[src/rtl/mdio_pkg.sv]
package mdio_pkg;

   localparam int PRE_LEN   = 33;   // clocked ones ahead of every frame
   localparam int RD_HDR_W  = 16;   // driven read header bits
   localparam int RD_SMP_N  = 19;   // released clocks in a read
   localparam int WR_WORD_W = 32;   // driven write word bits
   localparam int WR_TAIL_N = 2;    // released clocks closing a write
   localparam int DATA_W    = 16;

   localparam int RD_DRV = PRE_LEN + RD_HDR_W;     // 49
   localparam int RD_LEN = RD_DRV + RD_SMP_N;      // 68
   localparam int WR_DRV = PRE_LEN + WR_WORD_W;    // 65
   localparam int WR_LEN = WR_DRV + WR_TAIL_N;     // 67
   localparam int TX_W   = WR_DRV;                 // longest driven run
   localparam int FRM_CW = $clog2(RD_LEN + 1);

   typedef enum logic [0:0] {
      SEQ_IDLE = 1'b0,
      SEQ_RUN  = 1'b1
   } seq_state_t;

   function automatic logic [RD_HDR_W-1:0] rd_header(input logic [4:0] phy,
                                                      input logic [4:0] ra);
      return {2'b11, 2'b01, 2'b10, phy, ra};
   endfunction

   function automatic logic [WR_WORD_W-1:0] wr_word(input logic [4:0] phy,
                                                    input logic [4:0] ra,
                                                    input logic [DATA_W-1:0] wd);
      return {2'b01, 2'b01, phy, ra, 2'b10, wd};
   endfunction

endpackage

[src/rtl/mdio_clkdiv.sv]
module mdio_clkdiv #(
   parameter int DIV_HALF = 20
) (
   input  logic clk,
   input  logic rst_n,
   input  logic run,
   output logic mdc,
   output logic rise_tick,
   output logic fall_tick
);
   logic wrap;
   logic mdc_q;

   generate
      if (DIV_HALF < 1) begin : g_bad_div
         $error("mdio_clkdiv: DIV_HALF must be at least 1");
      end
      if (DIV_HALF == 1) begin : g_nocnt
         assign wrap = run;
      end else begin : g_cnt
         localparam int CW = $clog2(DIV_HALF);
         logic [CW-1:0] cnt_q;
         always_ff @(posedge clk or negedge rst_n) begin
            if (!rst_n) begin
               cnt_q <= '0;
            end else if (!run) begin
               cnt_q <= '0;
            end else if (cnt_q == CW'(DIV_HALF - 1)) begin
               cnt_q <= '0;
            end else begin
               cnt_q <= cnt_q + 1'b1;
            end
         end
         assign wrap = run && (cnt_q == CW'(DIV_HALF - 1));
      end
   endgenerate

   always_ff @(posedge clk or negedge rst_n) begin
      if (!rst_n) begin
         mdc_q <= 1'b0;
      end else if (!run) begin
         mdc_q <= 1'b0;
      end else if (wrap) begin
         mdc_q <= ~mdc_q;
      end
   end

   assign mdc       = mdc_q;
   assign rise_tick = wrap && !mdc_q;
   assign fall_tick = wrap &&  mdc_q;

endmodule

[src/rtl/mdio_txshift.sv]
module mdio_txshift #(
   parameter int TX_W = 65
) (
   input  logic            clk,
   input  logic            rst_n,
   input  logic            load,
   input  logic [TX_W-1:0] load_val,
   input  logic            shift,
   output logic            bit_o
);
   logic [TX_W-1:0] sr_q;

   generate
      if (TX_W < 2) begin : g_bad_w
         $error("mdio_txshift: TX_W must be at least 2");
      end
   endgenerate

   always_ff @(posedge clk or negedge rst_n) begin
      if (!rst_n) begin
         sr_q <= '0;
      end else if (load) begin
         sr_q <= load_val;
      end else if (shift) begin
         sr_q <= {sr_q[TX_W-2:0], 1'b0};
      end
   end

   assign bit_o = sr_q[TX_W-1];

endmodule

[src/rtl/mdio_rxcapture.sv]
module mdio_rxcapture #(
   parameter int DATA_W = 16
) (
   input  logic              clk,
   input  logic              rst_n,
   input  logic              clr,
   input  logic              keep,
   input  logic              din,
   output logic [DATA_W-1:0] data
);
   logic [DATA_W-1:0] sr_q;

   generate
      if (DATA_W < 2) begin : g_bad_w
         $error("mdio_rxcapture: DATA_W must be at least 2");
      end
   endgenerate

   always_ff @(posedge clk or negedge rst_n) begin
      if (!rst_n) begin
         sr_q <= '0;
      end else if (clr) begin
         sr_q <= '0;
      end else if (keep) begin
         sr_q <= {sr_q[DATA_W-2:0], din};
      end
   end

   assign data = sr_q;

endmodule

[src/rtl/mdio_master.sv]
module mdio_master
   import mdio_pkg::*;
#(
   parameter int SYS_CLK_HZ = 100_000_000,
   parameter int MDC_MAX_HZ = 2_500_000,
   parameter int DIV_HALF   = (SYS_CLK_HZ + 2 * MDC_MAX_HZ - 1) / (2 * MDC_MAX_HZ),
   parameter int REG_ADDR_W = 7
) (
   input  logic                  clk,
   input  logic                  rst_n,
   input  logic                  req_rd,
   input  logic                  req_wr,
   input  logic [4:0]            req_phy,
   input  logic [REG_ADDR_W-1:0] req_reg,
   input  logic [15:0]           req_wdata,
   output logic [15:0]           rsp_rdata,
   output logic                  rsp_done,
   output logic                  busy,
   output logic                  mdc,
   output logic                  mdio_o,
   output logic                  mdio_oe,
   input  logic                  mdio_i
);
   localparam int SMP_CW = $clog2(RD_SMP_N + 1);

   generate
      if (REG_ADDR_W < 5) begin : g_bad_ra
         $error("mdio_master: REG_ADDR_W must be at least 5");
      end
      if (DIV_HALF < 1) begin : g_bad_div
         $error("mdio_master: DIV_HALF must be at least 1");
      end
   endgenerate

   seq_state_t          st_q;
   logic                rd_q;
   logic                done_q;
   logic [DATA_W-1:0]   rdata_q;
   logic [FRM_CW-1:0]   bit_q;

   logic reg_ok;
   logic accept, start_frame, reject;
   logic pick_rd;
   logic rise_tick, fall_tick;
   logic last_bit, drive_now, in_samp, keep_smp;
   logic [FRM_CW-1:0] last_idx, drv_len;
   logic [SMP_CW-1:0] smp_idx;
   logic [TX_W-1:0]   tx_load;
   logic              tx_bit;
   logic [DATA_W-1:0] rx_data;

   // address range check; a plain 5-bit field needs none
   generate
      if (REG_ADDR_W > 5) begin : g_ra_wide
         assign reg_ok = ~|req_reg[REG_ADDR_W-1:5];
      end else begin : g_ra_narrow
         assign reg_ok = 1'b1;
      end
   endgenerate

   assign pick_rd     = req_rd;            // read wins a strobe collision
   assign accept      = (req_rd || req_wr) && (st_q == SEQ_IDLE) && !done_q;
   assign start_frame = accept && reg_ok;
   assign reject      = accept && !reg_ok;

   always_comb begin
      if (pick_rd) begin
         tx_load = {{PRE_LEN{1'b1}}, rd_header(req_phy, req_reg[4:0]),
                    {(TX_W - PRE_LEN - RD_HDR_W){1'b0}}};
      end else begin
         tx_load = {{PRE_LEN{1'b1}}, wr_word(req_phy, req_reg[4:0], req_wdata)};
      end
   end

   assign last_idx  = rd_q ? FRM_CW'(RD_LEN - 1) : FRM_CW'(WR_LEN - 1);
   assign drv_len   = rd_q ? FRM_CW'(RD_DRV)     : FRM_CW'(WR_DRV);
   assign last_bit  = (bit_q == last_idx);
   assign drive_now = (st_q == SEQ_RUN) && (bit_q < drv_len);
   assign in_samp   = rd_q && (bit_q >= FRM_CW'(RD_DRV));
   assign smp_idx   = in_samp ? SMP_CW'(bit_q - FRM_CW'(RD_DRV)) : '0;
   // keep only the samples between turnaround and the idle bit
   assign keep_smp  = rise_tick && in_samp && (st_q == SEQ_RUN) &&
                      (smp_idx >= SMP_CW'(2)) &&
                      (smp_idx <= SMP_CW'(RD_SMP_N - 2));

   mdio_clkdiv #(.DIV_HALF(DIV_HALF)) u_div (
      .clk       (clk),
      .rst_n     (rst_n),
      .run       (st_q == SEQ_RUN),
      .mdc       (mdc),
      .rise_tick (rise_tick),
      .fall_tick (fall_tick)
   );

   mdio_txshift #(.TX_W(TX_W)) u_tx (
      .clk      (clk),
      .rst_n    (rst_n),
      .load     (start_frame),
      .load_val (tx_load),
      .shift    (fall_tick && !last_bit),
      .bit_o    (tx_bit)
   );

   mdio_rxcapture #(.DATA_W(DATA_W)) u_rx (
      .clk   (clk),
      .rst_n (rst_n),
      .clr   (start_frame),
      .keep  (keep_smp),
      .din   (mdio_i),
      .data  (rx_data)
   );

   always_ff @(posedge clk or negedge rst_n) begin
      if (!rst_n) begin
         st_q    <= SEQ_IDLE;
         rd_q    <= 1'b0;
         done_q  <= 1'b0;
         rdata_q <= '0;
         bit_q   <= '0;
      end else begin
         done_q <= 1'b0;
         case (st_q)
            SEQ_IDLE: begin
               if (start_frame) begin
                  st_q  <= SEQ_RUN;
                  rd_q  <= pick_rd;
                  bit_q <= '0;
               end else if (reject) begin
                  done_q <= 1'b1;
                  if (pick_rd) begin
                     rdata_q <= '1;
                  end
               end
            end
            SEQ_RUN: begin
               if (fall_tick) begin
                  if (last_bit) begin
                     st_q   <= SEQ_IDLE;
                     done_q <= 1'b1;
                     if (rd_q) begin
                        rdata_q <= rx_data;
                     end
                  end else begin
                     bit_q <= bit_q + 1'b1;
                  end
               end
            end
            default: st_q <= SEQ_IDLE;
         endcase
      end
   end

   assign busy      = (st_q == SEQ_RUN);
   assign rsp_done  = done_q;
   assign rsp_rdata = rdata_q;
   assign mdio_oe   = drive_now;
   assign mdio_o    = drive_now ? tx_bit : 1'b0;

endmodule

[config.mk]
export PLATFORM = sky130hd
export DESIGN_NAME = mdio_master
export DESIGN_NICKNAME = d
export VERILOG_FILES = /design/src/rtl/mdio_pkg.sv /design/src/rtl/mdio_clkdiv.sv /design/src/rtl/mdio_txshift.sv /design/src/rtl/mdio_rxcapture.sv /design/src/rtl/mdio_master.sv
export SDC_FILE = /design/constraint.sdc
export NUM_CORES = 1
export LEC_CHECK = 0
export BUFFER_PORTS_ARGS = -buffer_cell sky130_fd_sc_hd__buf_2
export CORE_ASPECT_RATIO = 1.75
export CORE_UTILIZATION = 58
export DETAILED_ROUTE_END_ITERATION = 12
export PLACE_DENSITY_LB_ADDON = 0.08
export SETUP_SLACK_MARGIN = 0.2
export SYNTH_ARGS = -nofsm -noshare
export SYNTH_HDL_FRONTEND = slang
export SYNTH_SLANG_ARGS = --single-unit
export TNS_END_PERCENT = 30
[constraint.sdc]
create_clock -name clk -period 3.1 [get_ports clk]
set_input_delay 0.31 -clock clk [delete_from_list [all_inputs] [get_ports clk]]
set_output_delay 0.31 -clock clk [all_outputs]
set_load 0.1 [all_outputs]
==> results.md <==
Clock tree:
- CTS saw around 110 sinks.
- The total number of H-tree levels is 4.
- Once the clock tree was built, the resizer swapped 0 gates to a different size.
- For the worst-skew pair, the clock arrives at the later sink with an insertion delay of 0.40 ns.
- The number of buffers created by CTS is 17.
- Clock-pin slew was measured on the worst setup and hold paths at ~0.05 ns.
- The TritonCTS clock tree is yes.
- The maximum buffer depth of the clock tree is 2.
- Clock tree synthesis selected as its root buffer the cell sky130_fd_sc_hd__clkbuf_16.

Route:
- The count of nets left with antenna violations once routing finished came out at 0.
- The number of violations reported at the end of detailed-routing iteration 0 is roughly 240.
- The total via count after detailed routing is 3772.
- Before antenna repair, the detailed router went through 4 iterations.
- Summed over all layers, the routed wires come to 10700 um.
- The average wire per standard cell is between 15 and 20 um.
- In the routed design, unresolved DRC markers number 0.
- Using the TritonRoute via totals, the vias-per-cell ratio works out to about 5.8.

Pwr:
- The net switching power of the design is approximately 2.8 mW.
- Cell internal power was estimated by the tool at roughly 4.3 mW.
- In this run the static leakage power is around 2.7 nW.
- Per report_power, the combinational group accounts for between 30% and 40% of the total.
- The clock group share of total power is around 29%.
- Net switching is 39.6% of the power.
- For this design the ratio of total power to cell area is around 1200 mW/mm^2.
- Of the total power, registers draw a little over a third.
- The largest voltage drop on the vdd net is 678 uV.

STA:
- Setup repair after global routing left no endpoint under its margin.
- The minimum hold slack is 0.129 ns.
- After routing, the total negative slack on setup checks comes to 0 ns.
- The final number of max-transition violations is 0.
- The highest achievable clock rate is around 370 MHz.
- The worst path needs between 2 and 3 ns of the cycle, external delays included.
- For the pin with the worst max-slew slack, the measured transition is 0.846 ns.
- The count of endpoints failing setup in the final report is 0.
- The part of the cycle the worst path needs is about 88%.
- On the final layout, the worst clock skew is about 0.011 ns.
- The hold violation count in the final report is 0.
- Measured against its own limit, the worst slew margin works out to approximately 44%.

Worst setup path:
- The launching instance or port of the critical path is bit_q[4].
- For the worst setup path, the data arrival time is ~2.4 ns.
- The element type at the critical path start is a flip-flop.
- The count of cells along the worst register-to-register path is 7.
- Along the worst path, the maximum fanout reaches 8.
- The worst register-to-register path has a setup slack of 0.53 ns.
- The kind of end point of the critical path is an output port.
- STA puts the critical path data required time at between 2 and 3 ns.
- The type of the setup path with the least slack is flip-flop to output port.
- In this run the critical register-to-register path is launched from bit_q[0].
- The endpoint identified for the worst register-to-register timing path is u_rx.data[0].

Hold path:
- The type of the most critical hold path is input pin to flip-flop.
- The startpoint of the most critical hold path is req_wdata[0].
- The worst hold path terminates at u_tx.sr_q[0].
- The number of instances on the worst hold path is 2.

Layout:
- The finished cells cover around 0.006 mm^2.
- The finished layout holds approximately 650 standard cells, fillers aside.
- Cells fill a little under three quarters of the core in the end.
- The repair_antennas step left the layout with diodes totalling 0.
- Compared with the post-synthesis result, the final layout area differs by 19.0%.
- The fraction of final layout cells sized beyond drive strength 1 is a little under a fifth.
- For this run, the post-layout net count is 560.

Die:
- The vertical extent of the die is roughly 130 um.
- Pin placement for this block handled 54 I/O pins.
- The width of the die is slightly above 70 um.
- The area of the die is around 0.0090 mm^2.
- The number of cell rows is between 40 and 50.
- The floorplan step defined a core boundary enclosing around 0.0084 mm^2.
- Once the floorplan was initialized, standard cells occupied about three fifths of the core.

Global route:
- Entering global routing, the biggest net connects 59 pins.
- The global route total overflow is 0.
- The number of antenna violations at the first check in global routing is 0.
- The number of global-route vias before repair came to a little under 4000.
- Global routing used approximately 27% of the available tracks across all layers.
- The first global-routing pass estimated approximately 19000 um of wire.

Status:
- The flow ran to the end, and the final reports show no timing, DRC or antenna violations.

Place:
- The placed cell count is 615.
- The global placement routability congestion is between 0.9 and 1.
- The half-perimeter wire length after detailed placement is 6970 um.
- The area of placed instances is around 0.0053 mm^2.
- Input and output buffers added on the ports amount to between 50 and 60.

Logic synthesis:
- The mapped netlist covers about 0.005 mm^2.
- The count of yosys warnings during synthesis is 0.
- In this run, synthesis inferred 0 flip-flops with an integrated enable.
- Counting every net in the synthesized netlist gives 515.
- The fraction of registers with async set or reset after synthesis is 100%.
- The number of synthesized register bits is approximately 110.
- A synthesized cell averages about 11 um^2.
- The most common flop cell mapped by yosys is sky130_fd_sc_hd__dfrtp_1.
- The post-synthesis cell type count is 45.
- The post-synthesis cell count is 475.
- For this run, the register share of the synthesized area comes to 56.3%.

Job:
- The max-cap check violation count is 0.
-- layer usage --
layer	track usage (%)	share of wire, %
met1	33.3	43
met2	44.7	54
met3	6.85	2.9
met4	9.11	0.84
met5	0	0
-- metrics by stage --
step	worst slack, ns	power (mW)
final	0.367	7.10
after global routing	0.246	7.50
after CTS	0.322	7.15
after detailed placement	0.509	5.04
after global placement	0.591	4.95
after floorplan	0.442	4.52
-- timing repair --
action                                 in CTS  in global routing
setup buffers                               0                  0
setup endpoints to repair                   0                  0
hold buffers                                1                  0
endpoints found under the hold margin      10                  0
-- worst max-delay path, cell delays in order (launching register included) --
cell,delay [ns]
sky130_fd_sc_hd__dfrtp_1,0.52
sky130_fd_sc_hd__ha_1,0.30
sky130_fd_sc_hd__o41a_1,0.12
sky130_fd_sc_hd__o21a_1,0.17
sky130_fd_sc_hd__o21ai_0,0.13
sky130_fd_sc_hd__and3b_2,0.23
sky130_fd_sc_hd__and2_2,0.14
sky130_fd_sc_hd__buf_2,0.41
-- power by group through the flow --
stage / logic, mW / registers (mW) / clock network [mW]
after floorplan: 1.23 / 3.29 / 0
after global placement: 2.38 / 2.57 / 0
after detailed placement: 2.44 / 2.60 / 0
after CTS: 2.47 / 2.59 / 2.09
after global routing: 2.65 / 2.68 / 2.17
final: 2.44 / 2.59 / 2.06
-- final cells by class --
class                           instances  area [um^2]
Sequential cell                       113         2830
Fill cell                             650         2390
Tap cell                              115          144
Multi-Input combinational cell        299         1910
Timing Repair Buffer                   63          358
Clock buffer                           19          453
Inverter                               26         97.6
Clock inverter                         13          184
-- sequential cells by signal (all words and copies together), names as in the netlist --
name,flops
u_tx.sr_q,65
rsp_rdata,16
u_rx.data,16
bit_q,7
u_div.g_cnt.cnt_q,5
busy,1
rd_q,1
rsp_done,1
u_div.mdc,1
-- synth_stat cells, drive strengths merged, types with 2 or more instances --
master	n	area, um^2
a22o	11	96.3
dfrtp	113	2830
nand2b	2	12.5
nor2b	2	12.5
xnor2	7	61.3
a21oi	42	210
o22a	35	307
and3	3	20.0
a31oi	23	144
a41oi	16	140
mux2i	16	160
nor3	2	10.0
and3b	2	17.5
buf	13	86.3
ha	7	87.6
o22ai	2	12.5
nand3	7	35.0
nor4	3	18.8
and2	5	31.3
o21ai	9	45.0
a22oi	2	15.0
nand2	64	240
clkbuf	24	105
nor2	25	93.8
inv	26	97.6
-- kinds of logic (layout without fill, tap and decap cells) --
logic type      count (synthesis)  after routing  synth area share [%]
fa+ha+maj                       7              7                  1.74
flops                         113            113                  56.3
compound gates                147            147                  20.6
simple gates                  120            120                  10.8
buf+inv                        63            121                  5.76
xor+xnor                        8              8                  1.40
mux                            17             17                  3.41
-- worst max path at each step --
stage	to	slack (ns)	cells past startpoint
finish	mdio_o	0.37	7
floorplan	mdio_o	0.44	8
detailed placement	u_rx.data[0]	0.51	7
global placement	u_rx.data[0]	0.59	7
global route	mdio_o	0.25	7
CTS	mdio_o	0.32	7
-- cells in the final DEF (no fill, tap or decap), types with 3 or more instances in the layout --
| cell | Yosys | final |
|---|---|---|
| sky130_fd_sc_hd__inv_1 | 26 | 26 |
| sky130_fd_sc_hd__buf_4 | 0 | 9 |
| sky130_fd_sc_hd__a22o_1 | 11 | 11 |
| sky130_fd_sc_hd__dfrtp_1 | 113 | 113 |
| sky130_fd_sc_hd__o21ai_0 | 9 | 9 |
| sky130_fd_sc_hd__nand3_1 | 7 | 7 |
| sky130_fd_sc_hd__a21oi_1 | 42 | 42 |
| sky130_fd_sc_hd__nand2_1 | 64 | 64 |
| sky130_fd_sc_hd__nor2_1 | 25 | 25 |
| sky130_fd_sc_hd__clkbuf_16 | 0 | 17 |
| sky130_fd_sc_hd__nor4_1 | 3 | 3 |
| sky130_fd_sc_hd__o22a_1 | 35 | 35 |
| sky130_fd_sc_hd__ha_1 | 7 | 7 |
| sky130_fd_sc_hd__xnor2_1 | 7 | 7 |
| sky130_fd_sc_hd__buf_2 | 11 | 52 |
| sky130_fd_sc_hd__clkinvlp_4 | 0 | 3 |
| sky130_fd_sc_hd__and2_1 | 5 | 4 |
| sky130_fd_sc_hd__clkinv_2 | 0 | 3 |
| sky130_fd_sc_hd__a31oi_1 | 23 | 23 |
| sky130_fd_sc_hd__bufinv_16 | 0 | 4 |
| sky130_fd_sc_hd__mux2i_1 | 16 | 16 |
| sky130_fd_sc_hd__a41oi_1 | 16 | 16 |
Note: power is estimated with default switching activity, not from simulation.
